## config.mk

```make
export PLATFORM = sky130hd
export DESIGN_NAME = sdspi_wr_engine
export DESIGN_NICKNAME = d
export VERILOG_FILES = /design/src/rtl/sdspi_wr_engine.sv
export SDC_FILE = /design/constraint.sdc
export NUM_CORES = 1
export LEC_CHECK = 0
export ABC_AREA = 1
export ABC_CLOCK_PERIOD_IN_PS = 2100
export BUFFER_PORTS_ARGS = -buffer_cell sky130_fd_sc_hd__clkbuf_2
export CAP_MARGIN = 10
export CELL_PAD_IN_SITES_DETAIL_PLACEMENT = 1
export CELL_PAD_IN_SITES_GLOBAL_PLACEMENT = 2
export CORE_UTILIZATION = 34
export CTS_BUF_LIST = sky130_fd_sc_hd__clkbuf_8
export DETAILED_ROUTE_END_ITERATION = 10
export PLACE_DENSITY = 0.9
export SLEW_MARGIN = 25
export SYNTH_ARGS = -nofsm -noshare
export SYNTH_HDL_FRONTEND = slang
export SYNTH_SLANG_ARGS = --single-unit
```

## constraint.sdc

```tcl
create_clock -name clk -period 2.1 [get_ports clk]
set_input_delay 0.21 -clock clk [delete_from_list [all_inputs] [get_ports clk]]
set_output_delay 0.21 -clock clk [all_outputs]
set_load 0.01 [all_outputs]
```

## src/rtl/sdspi_wr_engine.sv

```systemverilog
module sdspi_wr_engine #(
  parameter int CW = 16,
  parameter int SW = 10,
  parameter int BUSY_LIMIT = 3000000,
  parameter int RESP_TRIES = 8
) (
  input  logic          clk,
  input  logic          rst_n,
  input  logic          start,
  input  logic          multi,
  input  logic [CW-1:0] blk_count,
  input  logic [SW-1:0] blk_size,
  input  logic [7:0]    pl_data,
  input  logic          pl_valid,
  output logic          pl_ready,
  output logic          bx_valid,
  output logic [7:0]    bx_tx,
  input  logic          bx_ack,
  input  logic [7:0]    bx_rx,
  output logic          busy,
  output logic          done,
  output logic [1:0]    err
);
  localparam int PMAX = (BUSY_LIMIT > RESP_TRIES) ? BUSY_LIMIT : RESP_TRIES;
  localparam int PW = $clog2(PMAX + 1);
  localparam logic [1:0] E_OK = 2'd0, E_REJ = 2'd1, E_TMO = 2'd2;

  typedef enum logic [3:0] {
    S_IDLE, S_GAP, S_TOK, S_DATA, S_CRCH, S_CRCL, S_RESP, S_BUSY, S_SGAP, S_STOK
  } st_t;

  st_t st;
  logic          multi_q, stopping;
  logic [CW-1:0] left;
  logic [SW-1:0] size_q, cnt;
  logic [15:0]   crc;
  logic [PW-1:0] poll;

  function automatic logic [15:0] crc_step(input logic [15:0] c, input logic [7:0] d);
    logic [15:0] r;
    r = c ^ {d, 8'h00};
    for (int k = 0; k < 8; k++)
      r = r[15] ? ({r[14:0], 1'b0} ^ 16'h1021) : {r[14:0], 1'b0};
    return r;
  endfunction

  wire fire = bx_valid & bx_ack;
  assign busy     = (st != S_IDLE);
  assign bx_valid = (st == S_DATA) ? pl_valid : busy;
  assign pl_ready = (st == S_DATA) & bx_ack;

  always_comb begin
    case (st)
      S_TOK:   bx_tx = multi_q ? 8'hFC : 8'hFE;
      S_DATA:  bx_tx = pl_data;
      S_CRCH:  bx_tx = crc[15:8];
      S_CRCL:  bx_tx = crc[7:0];
      S_STOK:  bx_tx = 8'hFD;
      default: bx_tx = 8'hFF;
    endcase
  end

  always_ff @(posedge clk or negedge rst_n) begin
    if (!rst_n) begin
      st <= S_IDLE; multi_q <= 1'b0; stopping <= 1'b0; left <= '0;
      size_q <= '0; cnt <= '0; crc <= '0; poll <= '0; done <= 1'b0; err <= E_OK;
    end else begin
      done <= 1'b0;
      case (st)
        S_IDLE: if (start) begin
          multi_q <= multi; left <= blk_count; size_q <= blk_size;
          stopping <= 1'b0; err <= E_OK; st <= S_GAP;
        end
        S_GAP: if (fire) st <= S_TOK;
        S_TOK: if (fire) begin st <= S_DATA; cnt <= '0; crc <= '0; end
        S_DATA: if (fire) begin
          crc <= crc_step(crc, pl_data);
          cnt <= cnt + 1'b1;
          if (cnt == SW'(size_q - 1'b1)) st <= S_CRCH;
        end
        S_CRCH: if (fire) st <= S_CRCL;
        S_CRCL: if (fire) begin st <= S_RESP; poll <= '0; end
        S_RESP: if (fire) begin
          poll <= poll + 1'b1;
          if (!bx_rx[4] || poll == PW'(RESP_TRIES - 1)) begin
            if (bx_rx[4:0] == 5'h05) begin
              st <= S_BUSY; poll <= '0;
            end else begin
              st <= S_IDLE; done <= 1'b1; err <= E_REJ;
            end
          end
        end
        S_BUSY: if (fire) begin
          poll <= poll + 1'b1;
          if (poll != '0 && bx_rx == 8'hFF) begin
            if (stopping) begin
              st <= S_IDLE; done <= 1'b1;
            end else if (left == CW'(1)) begin
              if (multi_q) st <= S_SGAP;
              else begin st <= S_IDLE; done <= 1'b1; end
            end else begin
              left <= left - 1'b1; st <= S_GAP;
            end
          end else if (poll == PW'(BUSY_LIMIT - 1)) begin
            st <= S_IDLE; done <= 1'b1; err <= E_TMO;
          end
        end
        S_SGAP: if (fire) st <= S_STOK;
        S_STOK: if (fire) begin st <= S_BUSY; poll <= '0; stopping <= 1'b1; end
        default: st <= S_IDLE;
      endcase
    end
  end

  p_done_pulse_r10: assert property (@(posedge clk) disable iff (!rst_n)
    done |=> !done);
  p_idle_quiet_r10: assert property (@(posedge clk) disable iff (!rst_n)
    !busy |-> (!bx_valid && !pl_ready));
  p_ready_gated_r2: assert property (@(posedge clk) disable iff (!rst_n)
    pl_ready |-> (bx_ack && st == S_DATA));
  p_resp_window_r4: assert property (@(posedge clk) disable iff (!rst_n)
    (st == S_RESP) |-> (poll < PW'(RESP_TRIES)));
  p_busy_window_r7: assert property (@(posedge clk) disable iff (!rst_n)
    (st == S_BUSY) |-> (poll < PW'(BUSY_LIMIT)));
  p_hold_tx_r1: assert property (@(posedge clk) disable iff (!rst_n)
    (bx_valid && !bx_ack && st != S_DATA) |=> (bx_valid && $stable(bx_tx)));
endmodule

```

==> results.sh, run 1 <==
export IMPL_run_status="complete, no violations"
export IMPL_synth_cell_types=39
export IMPL_reg2reg_from="st[3]"
export IMPL_p_leak_uw=0.00325
export IMPL_critical_path_buf_inv_count=3
export IMPL_ratio_of_routed_vias_to_standard_cells=4.88
export IMPL_cp_max_fo=9
export IMPL_regToRegSetupSlack_ps=160
export IMPL_max_cap_viol_count=0
export IMPL_unrepaired_setup_endpoints_after_global_routing="yes"
export IMPL_async_reset_ff_frac=1.00
export IMPL_crit_path_max_delay_family="compound AO/OA/AOI/OAI gates"
export IMPL_max_slew_margin_rel=0.606
export IMPL_synthTopCellsByArea="sky130_fd_sc_hd__dfrtp_1 (37%), sky130_fd_sc_hd__nand2_1 (15%), sky130_fd_sc_hd__inv_1 (6.3%)"
export IMPL_p_per_area_mw_per_mm2=1270
export IMPL_synth_top_cell_area_share=0.366
export IMPL_worstRegToRegCells=10
export IMPL_slew_worst_pin_ps=590
export IMPL_worst_setup_path_end_kind="output port"
export IMPL_remaining_drc_errors=0
export IMPL_cell_type_contributing_the_most_total_cell_area_after_synthesis="sky130_fd_sc_hd__dfrtp_1"
export IMPL_post_route_cells_drive_above_1_share=0.185
export IMPL_antenna_cells=0
export IMPL_clock_sinks=83
export IMPL_syn2layout_area_growth_pct=17.4
export IMPL_critPathRequiredTime_ps=1890
export IMPL_htree_levels=3
export IMPL_seq_area_mm2=0.00208
export IMPL_die_x_um=131
export IMPL_multi_input_comb_area_mm2=0.00315
export IMPL_synth_nets=868
export IMPL_routed_wire_length_per_instance_um=14.6
export IMPL_final_setup_tns_ps=0
export IMPL_most_common_cell_in_the_synthesized_netlist="sky130_fd_sc_hd__nand2_1"
export IMPL_yosys_warnings=0
export IMPL_critPathMaxStageDelay_ps=430
export IMPL_total_standard_cell_area_after_synthesis_mm2=0.00568
export IMPL_synth_seq_cells=83
export IMPL_worst_setup_path_type="reg2out"
export IMPL_ant_nets=0
export IMPL_cp_start_kind="flip-flop"
export IMPL_grt_remaining_overflow=0
export IMPL_skew_ps=8.03
export IMPL_synth_enable_flop_cells=0
export IMPL_post_route_period_util=0.981
export IMPL_setup_viol=0
export IMPL_die_height_um=131
export IMPL_clk_path_buf_depth=2
export IMPL_drt_pre_antenna_iters=4
export IMPL_cts_root_buffer_cell="sky130_fd_sc_hd__clkbuf_8"
export IMPL_post_synth_inst_count=814
export IMPL_cts_tree="done"
export IMPL_achievable_frequency_mhz=486
export IMPL_worst_setup_hold_path_clk_slew_ps=80
export IMPL_design_die_area_mm2=0.0172
export IMPL_numCtsBuffers=9
export IMPL_wl_met3_um=313
export IMPL_synth_ff_type="sky130_fd_sc_hd__dfrtp_1"
export IMPL_routed_wirelength_mm=16.4
export IMPL_port_buffer_count=61
export IMPL_placement_rows=46
export IMPL_cp_startpoint="st[3]"
export IMPL_antenna_found_initial=0
export IMPL_detailroute_wirelength_met2_mm=7.79
export IMPL_post_synth_most_frequent_cells="sky130_fd_sc_hd__nand2_1 (225), sky130_fd_sc_hd__inv_1 (95), sky130_fd_sc_hd__nor2_1 (87)"
export IMPL_timing_rr_end="crc[13]"
export IMPL_count_of_routing_violations_after_the_opening_detailed_route_iteration=219
export IMPL_hold_viol_final=0
export IMPL_worstSkewPairLatency_ps=380
export IMPL_top_layer_reached_by_signal_wires="met4"
export IMPL_floorplan_initialDensity=0.352
export IMPL_grt_pass1_wl_mm=28.1
export IMPL_grt_max_degree=43
export IMPL_grt_use_total=0.201
export IMPL_hold_slack_ps=39.2
export IMPL_via_count=5469
export IMPL_hold_path_cell_count=3
export IMPL_floorplan_io_pins=62
export IMPL_number_of_global_route_vias_before_repair=5806
export IMPL_maxSlewViolCount=0
export IMPL_power_ir_vdd_worst_uv=612
export IMPL_detailedPlacementHpwl_mm=12.5
export IMPL_nets=955
export IMPL_slowest_stage="sky130_fd_sc_hd__dfrtp_2"
export IMPL_wl_met1_mm=8.06
export IMPL_mean_instance_size_in_the_synthesized_netlist_um2=6.98
export IMPL_synth_seq_area_share=0.366
export IMPL_cp_depth=7
export IMPL_coreArea_mm2=0.0161
export IMPL_critPathArrivalTime_ps=1850
export IMPL_nFillCells=2124
export IMPL_worstPathCellList="inv_2 -> nand2_4 -> nor2_4 -> buf_4 -> a221oi_2 -> o211ai_1 -> clkbuf_2"
export IMPL_place_gp_congestion=0.860
export IMPL_final_period_minus_worst_setup_slack_ps=2060
export IMPL_hold_class="in2reg"
export IMPL_endpoint="bx_tx[1]"
layout make-up:
class | count | area share
well taps | 216 | 0.0405
repair buffers | 94 | 0.0874
inverters | 105 | 0.0597
clock inverters | 4 | 0.00638
multi-input cells | 608 | 0.472
flip-flops and latches | 83 | 0.312
clock buffers | 11 | 0.0227
power by group:
part | switching (uW) | internal [uW]
combinational | 2780 | 1600
clock | 634 | 599
sequential | 643 | 2200
total | 4050 | 4400
what timing repair did:
item                       CTS  global route
gates resized for setup      1            16
hold buffers                 1             0
buffers inserted             2             5
pin swaps                    1             2
cloned                       0             0
setup endpoints to repair    8            13
hold endpoints to repair    41             0
worst min path at each step:
stage                end        start  slack [ps]
6_report       size_q[3]  blk_size[3]          40
3_5_place_dp     left[9]        rst_n         260
3_3_place_gp     left[9]        rst_n         250
5_1_grt        size_q[8]  blk_size[8]          60
2_1_floorplan     cnt[0]        rst_n         -90
4_1_cts        size_q[4]  blk_size[4]          20
worst reg2reg max path, stage by stage, from the launching register on:
cell	delay [ps]
sky130_fd_sc_hd__dfrtp_2	450
sky130_fd_sc_hd__inv_2	100
sky130_fd_sc_hd__nand2_4	90
sky130_fd_sc_hd__nor2_4	160
sky130_fd_sc_hd__clkinvlp_4	170
sky130_fd_sc_hd__buf_4	180
sky130_fd_sc_hd__nor2_2	120
sky130_fd_sc_hd__nand2_2	140
sky130_fd_sc_hd__inv_2	160
sky130_fd_sc_hd__o21ai_0	120
sky130_fd_sc_hd__o21ai_1	170
metrics by stage:
step                area (um2)  total power [uW]  instances  setup slack (ps)  utilization
floorplan                 5680              5800        814               350            -
global placement          6360              7010       1098               127        0.395
detailed placement        6360              7110       1098              60.9        0.395
CTS                       6580              8410       1116              7.48        0.408
global route              6670              9300       1121             -45.7        0.414
finish                    6670              8450       1121              40.8        0.414
registers in the layout (all words and copies together) (netlist names), 2 cells and up:
register / count
cnt: 10
crc: 16
err: 2
left: 16
poll: 22
size_q: 10
st: 4
per-layer routing:
metal	vias to the layer above	global-route usage
met5	-	0
met4	0	0.0627
met3	14	0.0243
met2	52	0.344
met1	2609	0.264
li1	2794	-
cells by family (layout without fill, tap and decap cells):
logic type | count (synthesis) | in the layout | share of synthesized area
simple gates | 457 | 457 | 0.354
buf+inv | 123 | 214 | 0.0886
compound gates | 103 | 103 | 0.114
flops | 83 | 83 | 0.366
xor+xnor | 42 | 42 | 0.0648
fa+ha+maj | 6 | 6 | 0.0132
cells in the final DEF, fill, tap and decap left out, drive strengths merged:
master,synthesis,final
nand2,234,234
inv,104,105
nor2,101,101
dfrtp,83,83
clkbuf,5,71
nand3,67,67
o21ai,53,53
buf,13,33
xor2,27,27
nand4,21,21
nor3,20,20
a21oi,17,17
xnor2,15,15
o31ai,9,9
o22ai,6,6
ha,6,6
o2111ai,5,5
or2,5,5
a21boi,4,4
nand3b,4,4
nor3b,3,3
a221oi,2,2
o211ai,2,2
a31o,2,2
clkinv,1,2
clkinvlp,0,1
o21bai,1,1
o221ai,1,1
and3,1,1
o21a,1,1
nor4,1,1
bufinv,0,1
dlygate4sd3,0,1
No activity file was read; power rests on OpenSTA's default activity.
==> inputs of run 2 (changes only) <==
- CTS_BUF_LIST: sky130_fd_sc_hd__clkbuf_8 -> not set
==> results.sh, run 2 (same netlist as run 1, synthesis figures left out) <==
export IMPL_hold_path_startpoint="blk_size[4]"
export IMPL_cts_root_buffer_cell="sky130_fd_sc_hd__clkbuf_16"
export IMPL_worstPathCellList="inv_2 -> nand2_4 -> nor2_4 -> clkinvlp_4 -> buf_4 -> nor2_2 -> clkbuf_2"
export IMPL_layout_top_registers="poll: 22 flops, crc: 16 flops, left: 16 flops"
export IMPL_clk_path_buf_depth=2
export IMPL_syn2layout_area_growth_pct=18.9
export IMPL_power_ir_vdd_worst_uv=612
export IMPL_reg2reg_from="st[3]"
export IMPL_port_buffer_count=61
export IMPL_floorplan_io_pins=62
export IMPL_stdcell_count=1120
export IMPL_cts_tree="done"
export IMPL_seq_area_mm2=0.00208
export IMPL_critPathMaxStageDelay_ps=440
export IMPL_critPathArrivalTime_ps=1780
export IMPL_run_status="complete, no violations"
export IMPL_hold_path_cell_count=3
export IMPL_layout_cells_most_common="sky130_fd_sc_hd__nand2_1"
export IMPL_min_to="size_q[4]"
export IMPL_remaining_drc_errors=0
export IMPL_coreArea_mm2=0.0161
export IMPL_grt_max_degree=43
export IMPL_power_total_uw=8860
export IMPL_place_gp_congestion=0.860
export IMPL_worst_setup_path_end_kind="output port"
export IMPL_timing_rr_end="st[2]"
export IMPL_count_of_routing_violations_after_the_opening_detailed_route_iteration=242
export IMPL_p_leak_uw=0.00328
export IMPL_final_setup_tns_ps=0
export IMPL_cp_max_fo=6
export IMPL_clock_sinks=83
export IMPL_layout_cells_most_common_list="sky130_fd_sc_hd__nand2_1 (223), sky130_fd_sc_hd__inv_1 (93), sky130_fd_sc_hd__nor2_1 (86), sky130_fd_sc_hd__dfrtp_1 (80), sky130_fd_sc_hd__nand3_1 (67)"
export IMPL_grt_use_total=0.201
export IMPL_stdcell_area_mm2=0.00675
export IMPL_final_setup_worst_slack_ps=114
export IMPL_regToRegSetupSlack_ps=130
export IMPL_regMostFlops="poll"
export IMPL_max_cap_viol_count=0
export IMPL_cp_start_kind="flip-flop"
export IMPL_skew_ps=4.22
export IMPL_floorplan_initialDensity=0.352
export IMPL_critPathRequiredTime_ps=1890
export IMPL_maxSlewViolCount=0
export IMPL_worst_setup_hold_path_clk_slew_ps=60
export IMPL_p_per_area_mw_per_mm2=1310
export IMPL_final_period_minus_worst_setup_slack_ps=1990
export IMPL_antenna_found_initial=0
export IMPL_post_route_period_util=0.946
export IMPL_routed_wirelength_mm=16.4
export IMPL_design_die_area_mm2=0.0172
export IMPL_ant_nets=0
export IMPL_largest_register_ffs=22
export IMPL_max_slew_margin_rel=0.604
export IMPL_numCtsBuffers=9
export IMPL_cp_startpoint="st[3]"
export IMPL_grt_remaining_overflow=0
export IMPL_placement_rows=46
export IMPL_die_height_um=131
export IMPL_worst_setup_path_type="reg2out"
export IMPL_setup_viol=0
export IMPL_achievable_frequency_mhz=503
export IMPL_antenna_cells=0
export IMPL_drt_pre_antenna_iters=4
export IMPL_hold_class="in2reg"
export IMPL_nets=954
export IMPL_nFillCells=2115
export IMPL_multi_input_comb_area_mm2=0.00313
export IMPL_routed_wire_length_per_instance_um=14.6
export IMPL_post_route_cells_drive_above_1_share=0.181
export IMPL_detailedPlacementHpwl_mm=12.5
export IMPL_number_of_global_route_vias_before_repair=5756
export IMPL_pre_cts_slack_ps=60.9
export IMPL_hold_viol_final=0
export IMPL_place_area_mm2=0.00636
export IMPL_placed_cells=1098
export IMPL_via_count=5472
export IMPL_worstSkewPairLatency_ps=340
export IMPL_worstRegToRegCells=12
export IMPL_die_x_um=131
export IMPL_grt_pass1_wl_mm=28.0
export IMPL_ratio_of_routed_vias_to_standard_cells=4.89
export IMPL_htree_levels=3
export IMPL_slew_worst_pin_ps=595
export IMPL_slowest_stage="sky130_fd_sc_hd__dfrtp_2"
run 2: what timing repair did:
item,in CTS,in global routing
resized for setup,0,14
pin swaps,1,1
hold buffers,1,0
hold endpoints to repair,41,0
setup endpoints to repair,6,13
buffers inserted,1,5
run 2: routing by layer:
layer,share of wire,vias up,GRT usage
met5,0,-,0
met4,0.015,0,0.0608
met3,0.021,16,0.0231
met2,0.48,52,0.342
met1,0.49,2606,0.264
li1,-,2798,-
run 2: how the worst max path moves through the flow:
| stage | to | depth (start not counted) |
|---|---|---|
| floorplan | st[0] | 13 |
| global placement | st[1] | 13 |
| detailed placement | st[1] | 13 |
| CTS | bx_tx[1] | 7 |
| global route | st[0] | 12 |
| finish | pl_ready | 7 |
run 2: stage by stage:
stage                util  hold slack, ps
global placement    0.395             248
finish              0.419            73.7
floorplan               -           -85.6
CTS                 0.414            66.6
global route        0.419            99.7
detailed placement  0.395             255
run 2: cell type report:
type,count,area share
multi-input cells,608,0.464
well taps,216,0.0400
clock inverters,2,0.00519
flip-flops and latches,83,0.308
inverters,105,0.0589
clock buffers,13,0.0385
repair buffers,93,0.0852
run 2: critical path: cells and delay by family, from the launching register on:
kind / cells / cell delay [ps]
flops: 1 / 440
simple gates: 3 / 380
buf+inv: 4 / 620
run 2: report_power, final:
| group | internal [uW] | total (uW) | switching (uW) |
|---|---|---|---|
| combinational | 1590 | 4360 | 2770 |
| sequential | 2200 | 2850 | 644 |
| clock | 981 | 1660 | 675 |
==> inputs of run 3 (changes only) <==
- ABC_AREA: 1 -> not set
- CORE_UTILIZATION: 34 -> 36
- PLACE_DENSITY: 0.9 -> 0.88
==> results.sh, run 3 <==
export IMPL_htree_levels=3
export IMPL_place_gp_congestion=0.866
export IMPL_synth_seq_area_share=0.394
export IMPL_clock_sinks=83
export IMPL_via_count=5411
export IMPL_hold_viol_final=0
export IMPL_cp_depth=7
export IMPL_antenna_found_initial=0
export IMPL_slew_worst_pin_ps=521
export IMPL_max_cap_viol_count=0
export IMPL_coreArea_mm2=0.0141
export IMPL_synth_seq_cells=83
export IMPL_mean_instance_size_in_the_synthesized_netlist_um2=9.00
export IMPL_critPathArrivalTime_ps=2550
export IMPL_critPathRequiredTime_ps=2310
export IMPL_p_leak_uw=0.00323
export IMPL_unrepaired_setup_endpoints_after_global_routing="yes"
export IMPL_largest_register_ffs=22
export IMPL_slowest_stage="sky130_fd_sc_hd__or3_4"
export IMPL_grt_remaining_overflow=0
export IMPL_synth_nets=640
export IMPL_final_period_minus_worst_setup_slack_ps=2330
export IMPL_synth_ff_type="sky130_fd_sc_hd__dfrtp_1"
export IMPL_power_total_uw=9660
export IMPL_clk_path_buf_depth=2
export IMPL_stdcell_count=931
export IMPL_worst_setup_hold_path_clk_slew_ps=60
export IMPL_cts_tree="done"
export IMPL_floorplan_io_pins=62
export IMPL_die_height_um=123
export IMPL_worstPathCellList="or3_4 -> or3_4 -> a2111oi_4 -> o2111ai_2 -> a211oi_2 -> buf_4 -> o2111ai_1"
export IMPL_regMostFlops="poll"
export IMPL_hold_path_cell_count=2
export IMPL_seq_area_mm2=0.00208
export IMPL_routed_wirelength_mm=19.0
export IMPL_drt_pre_antenna_iters=4
export IMPL_routed_wire_length_per_instance_um=20.4
export IMPL_ratio_of_routed_vias_to_standard_cells=5.81
export IMPL_worstRegToRegCells=7
export IMPL_numCtsBuffers=9
export IMPL_max_slew_margin_rel=0.650
export IMPL_p_per_area_mw_per_mm2=1320
export IMPL_detailedPlacementHpwl_mm=12.7
export IMPL_crit_path_frequent_cell="sky130_fd_sc_hd__or3_4"
export IMPL_placed_cells=901
export IMPL_post_synth_most_frequent_cells="sky130_fd_sc_hd__dfrtp_1 (83), sky130_fd_sc_hd__nand2_1 (54), sky130_fd_sc_hd__nor2_1 (48)"
export IMPL_layout_top_registers="poll: 22 flops, crc: 16 flops, left: 16 flops"
export IMPL_hold_class="in2reg"
export IMPL_cp_start_kind="flip-flop"
export IMPL_syn2layout_area_growth_pct=38.9
export IMPL_violations_in_the_final_reports="setup timing"
export IMPL_nFillCells=1637
export IMPL_maxSlewViolCount=0
export IMPL_synth_enable_flop_cells=0
export IMPL_floorplan_initialDensity=0.374
export IMPL_grt_max_degree=84
export IMPL_layout_cells_most_common_list="sky130_fd_sc_hd__buf_4 (104), sky130_fd_sc_hd__dfrtp_1 (83), sky130_fd_sc_hd__clkbuf_2 (60), sky130_fd_sc_hd__nand2_1 (53), sky130_fd_sc_hd__nor2_1 (42)"
export IMPL_total_standard_cell_area_after_synthesis_mm2=0.00527
export IMPL_antenna_cells=0
export IMPL_synth_cell_types=66
export IMPL_skew_ps=6.69
export IMPL_power_ir_vdd_worst_uv=553
export IMPL_grt_pass1_wl_mm=29.3
export IMPL_multi_input_comb_area_mm2=0.00337
export IMPL_nets=802
export IMPL_achievable_frequency_mhz=429
export IMPL_async_reset_ff_frac=1.00
export IMPL_placement_rows=43
export IMPL_final_setup_worst_slack_ps=-234
export IMPL_worstSkewPairLatency_ps=360
export IMPL_crit_path_max_delay_family="compound AO/OA/AOI/OAI gates"
export IMPL_cp_max_fo=4
export IMPL_number_of_global_route_vias_before_repair=5730
export IMPL_cts_root_buffer_cell="sky130_fd_sc_hd__clkbuf_16"
export IMPL_most_common_cell_in_the_synthesized_netlist="sky130_fd_sc_hd__dfrtp_1"
export IMPL_synth_top_cell_area_share=0.394
export IMPL_grt_use_total=0.253
export IMPL_post_synth_inst_count=586
export IMPL_synthTopCellsByArea="sky130_fd_sc_hd__dfrtp_1 (39%), sky130_fd_sc_hd__xnor2_1 (5.5%), sky130_fd_sc_hd__mux2_2 (4.5%)"
export IMPL_post_route_period_util=1.11
export IMPL_worst_setup_path_type="reg2reg"
export IMPL_design_die_area_mm2=0.0151
export IMPL_yosys_warnings=0
export IMPL_setup_viol=25
export IMPL_count_of_routing_violations_after_the_opening_detailed_route_iteration=346
export IMPL_port_buffer_count=61
export IMPL_layout_cells_most_common="sky130_fd_sc_hd__buf_4"
export IMPL_cell_type_contributing_the_most_total_cell_area_after_synthesis="sky130_fd_sc_hd__dfrtp_1"
export IMPL_critical_path_buf_inv_count=1
export IMPL_critPathMaxStageDelay_ps=400
export IMPL_ant_nets=0
export IMPL_post_route_cells_drive_above_1_share=0.378
export IMPL_run_status="complete, but fails checks"
export IMPL_remaining_drc_errors=0
export IMPL_die_x_um=123
export IMPL_worst_setup_path_end_kind="flip-flop"
## run 3: cell types whose count changed in the layout (fill, tap and decap cells not counted), sizes merged, moves of 25 or more
| cell | delta |
|---|---|
| nand2 | -180 |
| buf | +88 |
| inv | -87 |
| nor2 | -53 |
| nand3 | -46 |
| o21ai | -25 |
## run 3: worst paths after layout
path                              from         to  slack [ps]
min reg2reg                   left[13]   left[13]         530
min                        blk_size[6]  size_q[6]          90
max in group asynchronous        rst_n    left[7]        1310
max                          size_q[4]      st[1]        -230
min in group asynchronous        rst_n    crc[12]         430
max reg2reg                  size_q[4]      st[1]        -230
## run 3: metal layers
layer  vias to the layer above  part of all wire  track usage  wire [um]
met5                         -                 0            0          0
met4                         0             0.026        0.102        487
met3                        40             0.032       0.0475        609
met2                       113              0.53        0.456       9990
met1                      2770              0.41        0.295       7860
li1                       2488                 -            -          -
## run 3: report_power, final
part           internal [uW]  switching, uW
logic                   2520           2820
registers               2110            533
clock network           1030            653
total                   5660           4000
## run 3: metrics by stage
step	TNS (ps)	hold slack, ps	worst slack, ps	util	cell area [um2]
5_1_grt	-5100	94.4	-287	0.520	7320
4_1_cts	-1800	85.6	-217	0.505	7110
3_5_place_dp	-4070	292	-255	0.461	6490
6_report	-2880	90.5	-234	0.520	7320
3_3_place_gp	-1140	279	-134	0.461	6490
2_1_floorplan	-562	-85.6	-81.8	-	5290
## run 3: logic make-up after synthesis
logic type | Yosys count | synth area share
adders and majority gates | 6 | 0.0142
xor gates and xnor gates | 53 | 0.0880
and+or+nand+nor | 236 | 0.233
buffers and inverters | 47 | 0.0342
muxes | 26 | 0.0543
AOI/OAI and AO/OA | 135 | 0.182
DFF | 83 | 0.394
## run 3: repair_timing
| action | 4_1_cts | 5_1_grt |
|---|---|---|
| hold buffers | 1 | 0 |
| resized for setup | 53 | 40 |
| endpoints found under the hold margin | 83 | 0 |
| pin swaps | 13 | 19 |
| gates cloned | 1 | 0 |
| buffers inserted | 9 | 6 |
| setup endpoints to repair | 27 | 56 |
## run 3: layout make-up
type	instances	share of cell area
clock buffer	11	0.0318
sequential	83	0.284
multi-input combinational	456	0.460
inverter	17	0.00871
clock inverter	3	0.00888
tap	180	0.0307
timing repair buffer	181	0.176
